### config.mk
export PLATFORM = sky130hd
export DESIGN_NAME = sat_countdown
export DESIGN_NICKNAME = d
export VERILOG_FILES = /design/src/rtl/cd_pkg.sv /design/src/rtl/cd_decode.sv /design/src/rtl/cd_store.sv /design/src/rtl/cd_zero.sv /design/src/rtl/sat_countdown.sv
export SDC_FILE = /design/constraint.sdc
export NUM_CORES = 1
export LEC_CHECK = 0
export CAP_MARGIN = 25
export CORE_AREA = 5 5 42 44
export CTS_BUF_LIST = sky130_fd_sc_hd__clkbuf_4 sky130_fd_sc_hd__clkbuf_8
export DETAILED_ROUTE_END_ITERATION = 12
export DIE_AREA = 0 0 47 49
export PLACE_DENSITY = 0.79
export SLEW_MARGIN = 0
export SYNTH_ARGS = -nofsm -noshare
export SYNTH_HDL_FRONTEND = slang
export SYNTH_SLANG_ARGS = --single-unit
export TNS_END_PERCENT = 5
### constraint.sdc
create_clock -name clk_i -period 2.02 [get_ports clk_i]
set_input_delay 0.303 -clock clk_i [delete_from_list [all_inputs] [get_ports clk_i]]
set_output_delay 0.303 -clock clk_i [all_outputs]
set_load 0.03 [all_outputs]
### src/rtl/cd_pkg.sv
package cd_pkg;

    // External command encoding seen on cmd_i
    typedef enum logic [1:0] {
        CMD_LOAD = 2'b00,
        CMD_DEC  = 2'b01,
        CMD_KEEP = 2'b10,
        CMD_RSVD = 2'b11
    } cd_cmd_e;

    // Internal operation applied to the count state
    typedef enum logic [1:0] {
        OP_KEEP = 2'b00,
        OP_LOAD = 2'b01,
        OP_DEC  = 2'b10
    } cd_op_e;

endpackage

### src/rtl/cd_decode.sv
module cd_decode
    import cd_pkg::*;
(
    input  logic [1:0] cmd_i,
    input  logic       is_zero_i,
    output cd_op_e     op_o
);

    cd_cmd_e cmd;
    assign cmd = cd_cmd_e'(cmd_i);

    always_comb begin
        unique case (cmd)
            CMD_LOAD: op_o = OP_LOAD;
            CMD_DEC:  op_o = is_zero_i ? OP_KEEP : OP_DEC;  // saturate at zero
            CMD_KEEP: op_o = OP_KEEP;
            CMD_RSVD: op_o = OP_KEEP;                       // reserved code keeps
            default:  op_o = OP_KEEP;
        endcase
    end

endmodule

### src/rtl/cd_store.sv
module cd_store
    import cd_pkg::*;
#(
    parameter int CNT_W = 8
) (
    input  logic             clk_i,
    input  logic             rst_i,
    input  cd_op_e           op_i,
    input  logic [CNT_W-1:0] data_i,
    output logic [CNT_W-1:0] count_o
);

    localparam logic [CNT_W-1:0] ONE = CNT_W'(1);

    logic [CNT_W-1:0] count_q;
    logic [CNT_W-1:0] count_d;

    always_comb begin
        unique case (op_i)
            OP_LOAD: count_d = data_i;
            OP_DEC:  count_d = count_q - ONE;
            OP_KEEP: count_d = count_q;
            default: count_d = count_q;
        endcase
    end

    always_ff @(posedge clk_i or posedge rst_i) begin
        if (rst_i) begin
            count_q <= '0;
        end else begin
            count_q <= count_d;
        end
    end

    assign count_o = count_q;

endmodule

### src/rtl/cd_zero.sv
module cd_zero #(
    parameter int CNT_W = 8
) (
    input  logic [CNT_W-1:0] count_i,
    output logic             zero_o
);

    assign zero_o = (count_i == '0);

endmodule

### src/rtl/sat_countdown.sv
module sat_countdown
    import cd_pkg::*;
#(
    parameter int CNT_W = 8
) (
    input  logic             clk_i,
    input  logic             rst_i,
    input  logic [1:0]       cmd_i,
    input  logic [CNT_W-1:0] data_i,
    output logic             zero_o
);

    cd_op_e           op;
    logic [CNT_W-1:0] count_q;
    logic             is_zero;

    cd_decode u_decode (
        .cmd_i     (cmd_i),
        .is_zero_i (is_zero),
        .op_o      (op)
    );

    cd_store #(.CNT_W(CNT_W)) u_store (
        .clk_i   (clk_i),
        .rst_i   (rst_i),
        .op_i    (op),
        .data_i  (data_i),
        .count_o (count_q)
    );

    cd_zero #(.CNT_W(CNT_W)) u_zero (
        .count_i (count_q),
        .zero_o  (is_zero)
    );

    assign zero_o = is_zero;

endmodule

==> qor.txt, run 1 <==
status: finished clean
Worst Hold Slack: 0.3035 ns
share of post-route cells with drive strength above 1: 19.74%
CTS tree: yes
largest fanout on the critical path: 4
Buffers on Ports: 12
antenna viol nets, final: 0
dpl hpwl: 936.7 um
iteration count of the initial detailed-routing pass: 4
syn nets: 77
most frequent cells in the layout: clkdlybuf4s50_1 (11), dfrtp_1 (8), nor2_1 (6)
most common cell after layout, fill and taps aside: clkdlybuf4s50_1
Slew HR: 68.08%
average wire per cell in the routed design: 13.14 um
Met1 Wirelength: 568 um
overall fraction of global-route tracks in use: 11.87%
compound-cell area share of the yosys netlist: 26.72%
mapped cell area: 580.6 um2
Pwr Total: 0.4732 mW
Worst Setup Start Kind: flop
core area: 1401 um2
worst setup margin: 0.1248 ns
Post-Synth XOR/XNOR Area: 0%
Logic pwr share: 28.5%
reg2reg end: u_store.count_o[0]
fin area: 737.0 um2
crit end category: primary output
initial drt markers: 22
register area share after synthesis: 34.48%
number of global-route vias before repair: 465
post_cts resized: 0
worst slack, placed: 0.3124 ns
wirelength, routed: 1209 um
Die Y: 49 um
wire length of the first global-routing pass: 2007 um
number of max-cap violations: 0
Num CTS Buffers: 3
R2R cell count: 7
Worst-Margin Slew: 0.4774 ns
worst vdd ir: 0.0002716 V
Final Hold Viols: 0
Reg power frac: 45.8%
period utilisation layout: 93.82%
worst reg2reg startpoint: u_store.count_o[0]
Final nets: 92
Slew Viols, Final: 0
Gate Count Post-Synth: 63
Post-CTS Setup Inserts: 0
RSZ-0062 raised after global routing: no
area share of fa/ha/maj cells after synthesis: 4.310%
initial antenna violation count: 0
worst skew pair latency: 0.25 ns
Rows: 14
Vias/cell: 5.522
Placer Congestion: 0.7395
Final min period: 1.895 ns
Worst Skew: 0.001249 ns
antenna diode count: 0
dpl cells: 89
Synth Register Bits: 8
Cell Count, Final, Fillers Out: 92
Post-Synth Simple-Gate Area: 28.45%
PD cells: 642.2 nW/um2
synth-to-layout area growth: 26.94%
setup TNS: 0 ns
final setup fails: 0
Syn Area/Cell: 9.215 um2
Setup Crit Path Kind: reg2out
largest net degree at the start of global routing: 18
Post-CTS Hold Fix Bufs: 0
met2 wire len: 559 um
Longest Clk Path Bufs: 2
Reg2Reg Setup Slack: 0.46 ns
Root Driver: clkbuf_4
max reg flops: 8
Worst Path Arrival: 1.59 ns
Residual DRC: 0
Req. time, crit path: 1.72 ns
die area: 2303 um2
total number of vias: 508
Clock Sinks: 8
Initial Util: 41.43%
Sw Share: 30.30%
largest family of logic cells by synthesized area: simple AND/OR/NAND/NOR gates
Sw Pwr: 0.1434 mW
Die W: 47 um
uppermost layer routed: met4
H-tree depth: 1
dpl cell area: 714.4 um2
P_int: 0.3299 mW
total gr overflow: 0
io pins: 13
Hold Crit Class: in2async
Clk pwr share: 25.7%
WL met3: 67 um
post-synthesis mux area share: 0%
synth warn: 0
Reg clk slew, reported paths: 0.06 ns
Core Util, Final: 52.59%
Lkg Pwr: 0.3001 nW
FMAX: 527.7 MHz
post-synthesis cell type count: 31
==> power groups by stage <==
stage,sequential [mW],combinational (mW),clock (mW)
final,0.217,0.135,0.122
after global routing,0.221,0.151,0.136
after CTS,0.217,0.136,0.128
after detailed placement,0.220,0.136,0
after global placement,0.218,0.132,0
after floorplan,0.212,0.0978,0
==> worst max-delay path by stage <==
stage / from / to / slack, ns / cells past startpoint
finish: u_store.count_o[0] / zero_o / 0.12 / 6
global route: u_store.count_o[0] / zero_o / 0.03 / 6
CTS: u_store.count_o[0] / zero_o / 0.10 / 6
detailed placement: cmd_i[0] / u_store.count_o[2] / 0.31 / 3
global placement: cmd_i[0] / u_store.count_o[4] / 0.34 / 3
floorplan: u_store.count_o[0] / u_store.count_o[0] / 0.52 / 7
==> final cells by class <==
| class | instances | area (um2) |
|---|---|---|
| Fill cell | 146 | 664.4 |
| Clock buffer | 3 | 22.52 |
| Sequential cell | 8 | 200.2 |
| Tap cell | 16 | 20.02 |
| Multi-Input combinational cell | 47 | 345.3 |
| Timing Repair Buffer | 14 | 132.6 |
| Inverter | 4 | 16.27 |
==> per-layer routing <==
| metal | vias to the layer above | track usage, % |
|---|---|---|
| li1 | 261 | - |
| met3 | 2 | 3.321 |
| met2 | 10 | 16.29 |
| met4 | 0 | 5.530 |
| met1 | 235 | 16.67 |
| met5 | - | 0 |
==> kinds of logic (layout without fill, tap and decap cells) <==
kind of cell    Yosys count  count (layout)
compound gates           22              22
buf+inv                   8              21
flops                     8               8
fa+ha+maj                 2               2
simple gates             23              23
==> cells in the mapped netlist <==
cell type,number,area (um2)
dfrtp_1,8,200.2
nor2_1,6,22.52
o21ai_1,4,20.02
a31oi_1,3,18.77
buf_2,3,15.01
inv_1,3,11.26
nand2_1,3,11.26
o311ai_1,3,26.28
ha_1,2,25.02
nand2b_1,2,12.51
nor2b_1,2,12.51
o21ai_0,2,10.01
o22a_1,2,17.52
or3_1,2,12.51
or3_4,2,22.52
a21o_1,1,7.510
a21oi_1,1,5.000
a21oi_2,1,8.760
a22oi_1,1,7.510
clkbuf_1,1,3.750
clkinv_2,1,5.000
nand2b_4,1,13.76
nand3_1,1,5.000
nor3b_1,1,7.510
nor4_2,1,12.51
nor4b_4,1,23.77
o211ai_1,1,7.510
o21a_1,1,7.510
o21a_2,1,8.760
o311a_1,1,10.01
or3b_2,1,8.760
==> worst max-delay path, cell delays in order (launching register included) <==
cell and delay, ns:
dfrtp_1 0.41, inv_1 0.09, ha_1 0.16, nor4b_4 0.36, nand2b_4 0.11, clkinv_2 0.07
buf_4 0.15
(Power assumes the default switching activity.)
==> run 2: changes to the inputs <==
--- a/config.mk
+++ b/config.mk
@@ -10,7 +10,7 @@
 export CTS_BUF_LIST = sky130_fd_sc_hd__clkbuf_4 sky130_fd_sc_hd__clkbuf_8
 export DETAILED_ROUTE_END_ITERATION = 12
 export DIE_AREA = 0 0 47 49
-export PLACE_DENSITY = 0.79
+export PLACE_DENSITY = 0.76
 export SLEW_MARGIN = 0
 export SYNTH_ARGS = -nofsm -noshare
 export SYNTH_HDL_FRONTEND = slang
==> run 2 against run 1 <==
Net effect:
- cell count unchanged
- non-clock buffer count is the same
- critical path depth unchanged
- first-iteration DRC count shrank 73%
- sequential cell count stayed put
- largest power group unchanged
==> qor.txt, run 2 (synthesis results as in run 1) <==
Setup Crit Path Kind: reg2out
PD cells: 652.4 nW/um2 (+1.6%)
dpl hpwl: 942.2 um (+0.59%)
Placer Congestion: 0.7957 (+7.6%)
Worst Setup Start Kind: flop
Num CTS Buffers: 3 (unchanged)
synth-to-layout area growth: 26.94% (unchanged)
io pins: 13 (unchanged)
Final Hold Viols: 0 (unchanged)
Lkg Pwr: 0.3001 nW (unchanged)
total number of vias: 500 (-1.6%)
Buffers on Ports: 12 (unchanged)
Final nets: 92 (unchanged)
antenna viol nets, final: 0 (unchanged)
most common cell after layout, fill and taps aside: clkdlybuf4s50_1
Post-CTS Setup Inserts: 0 (unchanged)
Worst Skew: 0.002160 ns (+0.0009103 ns)
max reg flops: 8 (unchanged)
crit end category: primary output
RSZ-0062 raised after global routing: no
wire length of the first global-routing pass: 2118 um (+5.5%)
Vias/cell: 5.435 (-1.6%)
period utilisation layout: 94.75% (+0.93 points)
Longest Clk Path Bufs: 2 (unchanged)
largest net degree at the start of global routing: 18 (unchanged)
worst reg2reg startpoint: u_store.count_o[0]
CTS tree: yes
core area: 1401 um2 (unchanged)
worst vdd ir: 0.0003290 V (+21%)
Final min period: 1.914 ns (+0.01876 ns)
Reg2Reg Setup Slack: 0.45 ns (about the same)
Core Util, Final: 52.59% (unchanged)
Hold Crit Class: in2async
initial antenna violation count: 0 (unchanged)
setup TNS: 0 ns (unchanged)
Reg clk slew, reported paths: 0.06 ns (about the same)
Root Driver: clkbuf_4
R2R cell count: 7 (unchanged)
Slew HR: 72.62% (+4.5 points)
Worst Path Arrival: 1.61 ns (+0.02 ns)
number of global-route vias before repair: 501 (+7.7%)
Die W: 47 um (unchanged)
H-tree depth: 1 (unchanged)
overall fraction of global-route tracks in use: 12.81% (+0.94 points)
Slew Viols, Final: 0 (unchanged)
share of post-route cells with drive strength above 1: 19.74% (unchanged)
total gr overflow: 0 (unchanged)
iteration count of the initial detailed-routing pass: 4 (unchanged)
worst skew pair latency: 0.26 ns (about the same)
Req. time, crit path: 1.72 ns (about the same)
FMAX: 522.5 MHz (-0.98%)
Initial Util: 41.43% (unchanged)
average wire per cell in the routed design: 13.38 um (+1.8%)
reg2reg end: u_store.count_o[1]
post_cts resized: 0 (unchanged)
wirelength, routed: 1231 um (+1.8%)
Clock Sinks: 8 (unchanged)
antenna diode count: 0 (unchanged)
Post-CTS Hold Fix Bufs: 0 (unchanged)
Die Y: 49 um (unchanged)
number of max-cap violations: 0 (unchanged)
Worst-Margin Slew: 0.4089 ns (-0.06842 ns)
die area: 2303 um2 (unchanged)
Rows: 14 (unchanged)
Residual DRC: 0 (unchanged)
initial drt markers: 6 (-73%)
most frequent cells in the layout: clkdlybuf4s50_1 (11), dfrtp_1 (8), nor2_1 (6)
final setup fails: 0 (unchanged)
status: finished clean
largest fanout on the critical path: 4 (unchanged)
[run 2: cell counts in the layout (fill, tap and decap cells not counted)]
Identical to the previous run, type by type.
[run 2: final cells by class]
type / instances / area [um2]
fill: 142 / 664.4
sequential: 8 / 200.2
inverter: 4 / 16.27
timing repair buffer: 14 / 132.6
tap: 16 / 20.02
clock buffer: 3 / 22.52
multi-input combinational: 47 / 345.3
[run 2: metrics by stage]
stage | worst slack (ns) | instances | power, mW | instance area, um2 | hold WS, ns
floorplan | 0.5171 | 63 | 0.3098 | 580.6 | 0.1187
global placement | 0.3565 | 89 | 0.3507 | 714.4 | 0.5187
detailed placement | 0.3303 | 89 | 0.3554 | 714.4 | 0.5292
CTS | 0.09347 | 92 | 0.4888 | 737.0 | 0.2949
global route | 0.01572 | 92 | 0.5110 | 737.0 | 0.3074
finish | 0.1061 | 92 | 0.4808 | 737.0 | 0.2946
[run 2: power breakdown]
group | internal (mW) | switching [mW]
Sequential | 0.186 | 0.0301
Clock | 0.0684 | 0.0604
Combinational | 0.0757 | 0.0597
Total | 0.331 | 0.150
[run 2: worst max path at each step]
stage                     slack (ns)                  to                from
after detailed placement        0.33  u_store.count_o[2]            cmd_i[0]
after floorplan                 0.52  u_store.count_o[0]  u_store.count_o[0]
after CTS                       0.09              zero_o  u_store.count_o[0]
after global routing            0.02              zero_o  u_store.count_o[0]
after global placement          0.36  u_store.count_o[2]            cmd_i[0]
final                           0.11              zero_o  u_store.count_o[0]
[run 2: worst max-delay path: stages, from the launching register on]
cell      delay, ns
dfrtp_1        0.41
inv_1          0.09
ha_1           0.16
nor4b_4        0.37
nand2b_4       0.11
clkinv_2       0.07
buf_4          0.15
[run 2: routing by layer]
layer	up-vias	wire length [um]	global-route usage (%)
met4	0	17	9.677
met5	-	0	0
met2	9	583	18.33
met3	2	51	2.214
met1	231	579	16.29
li1	258	-	-
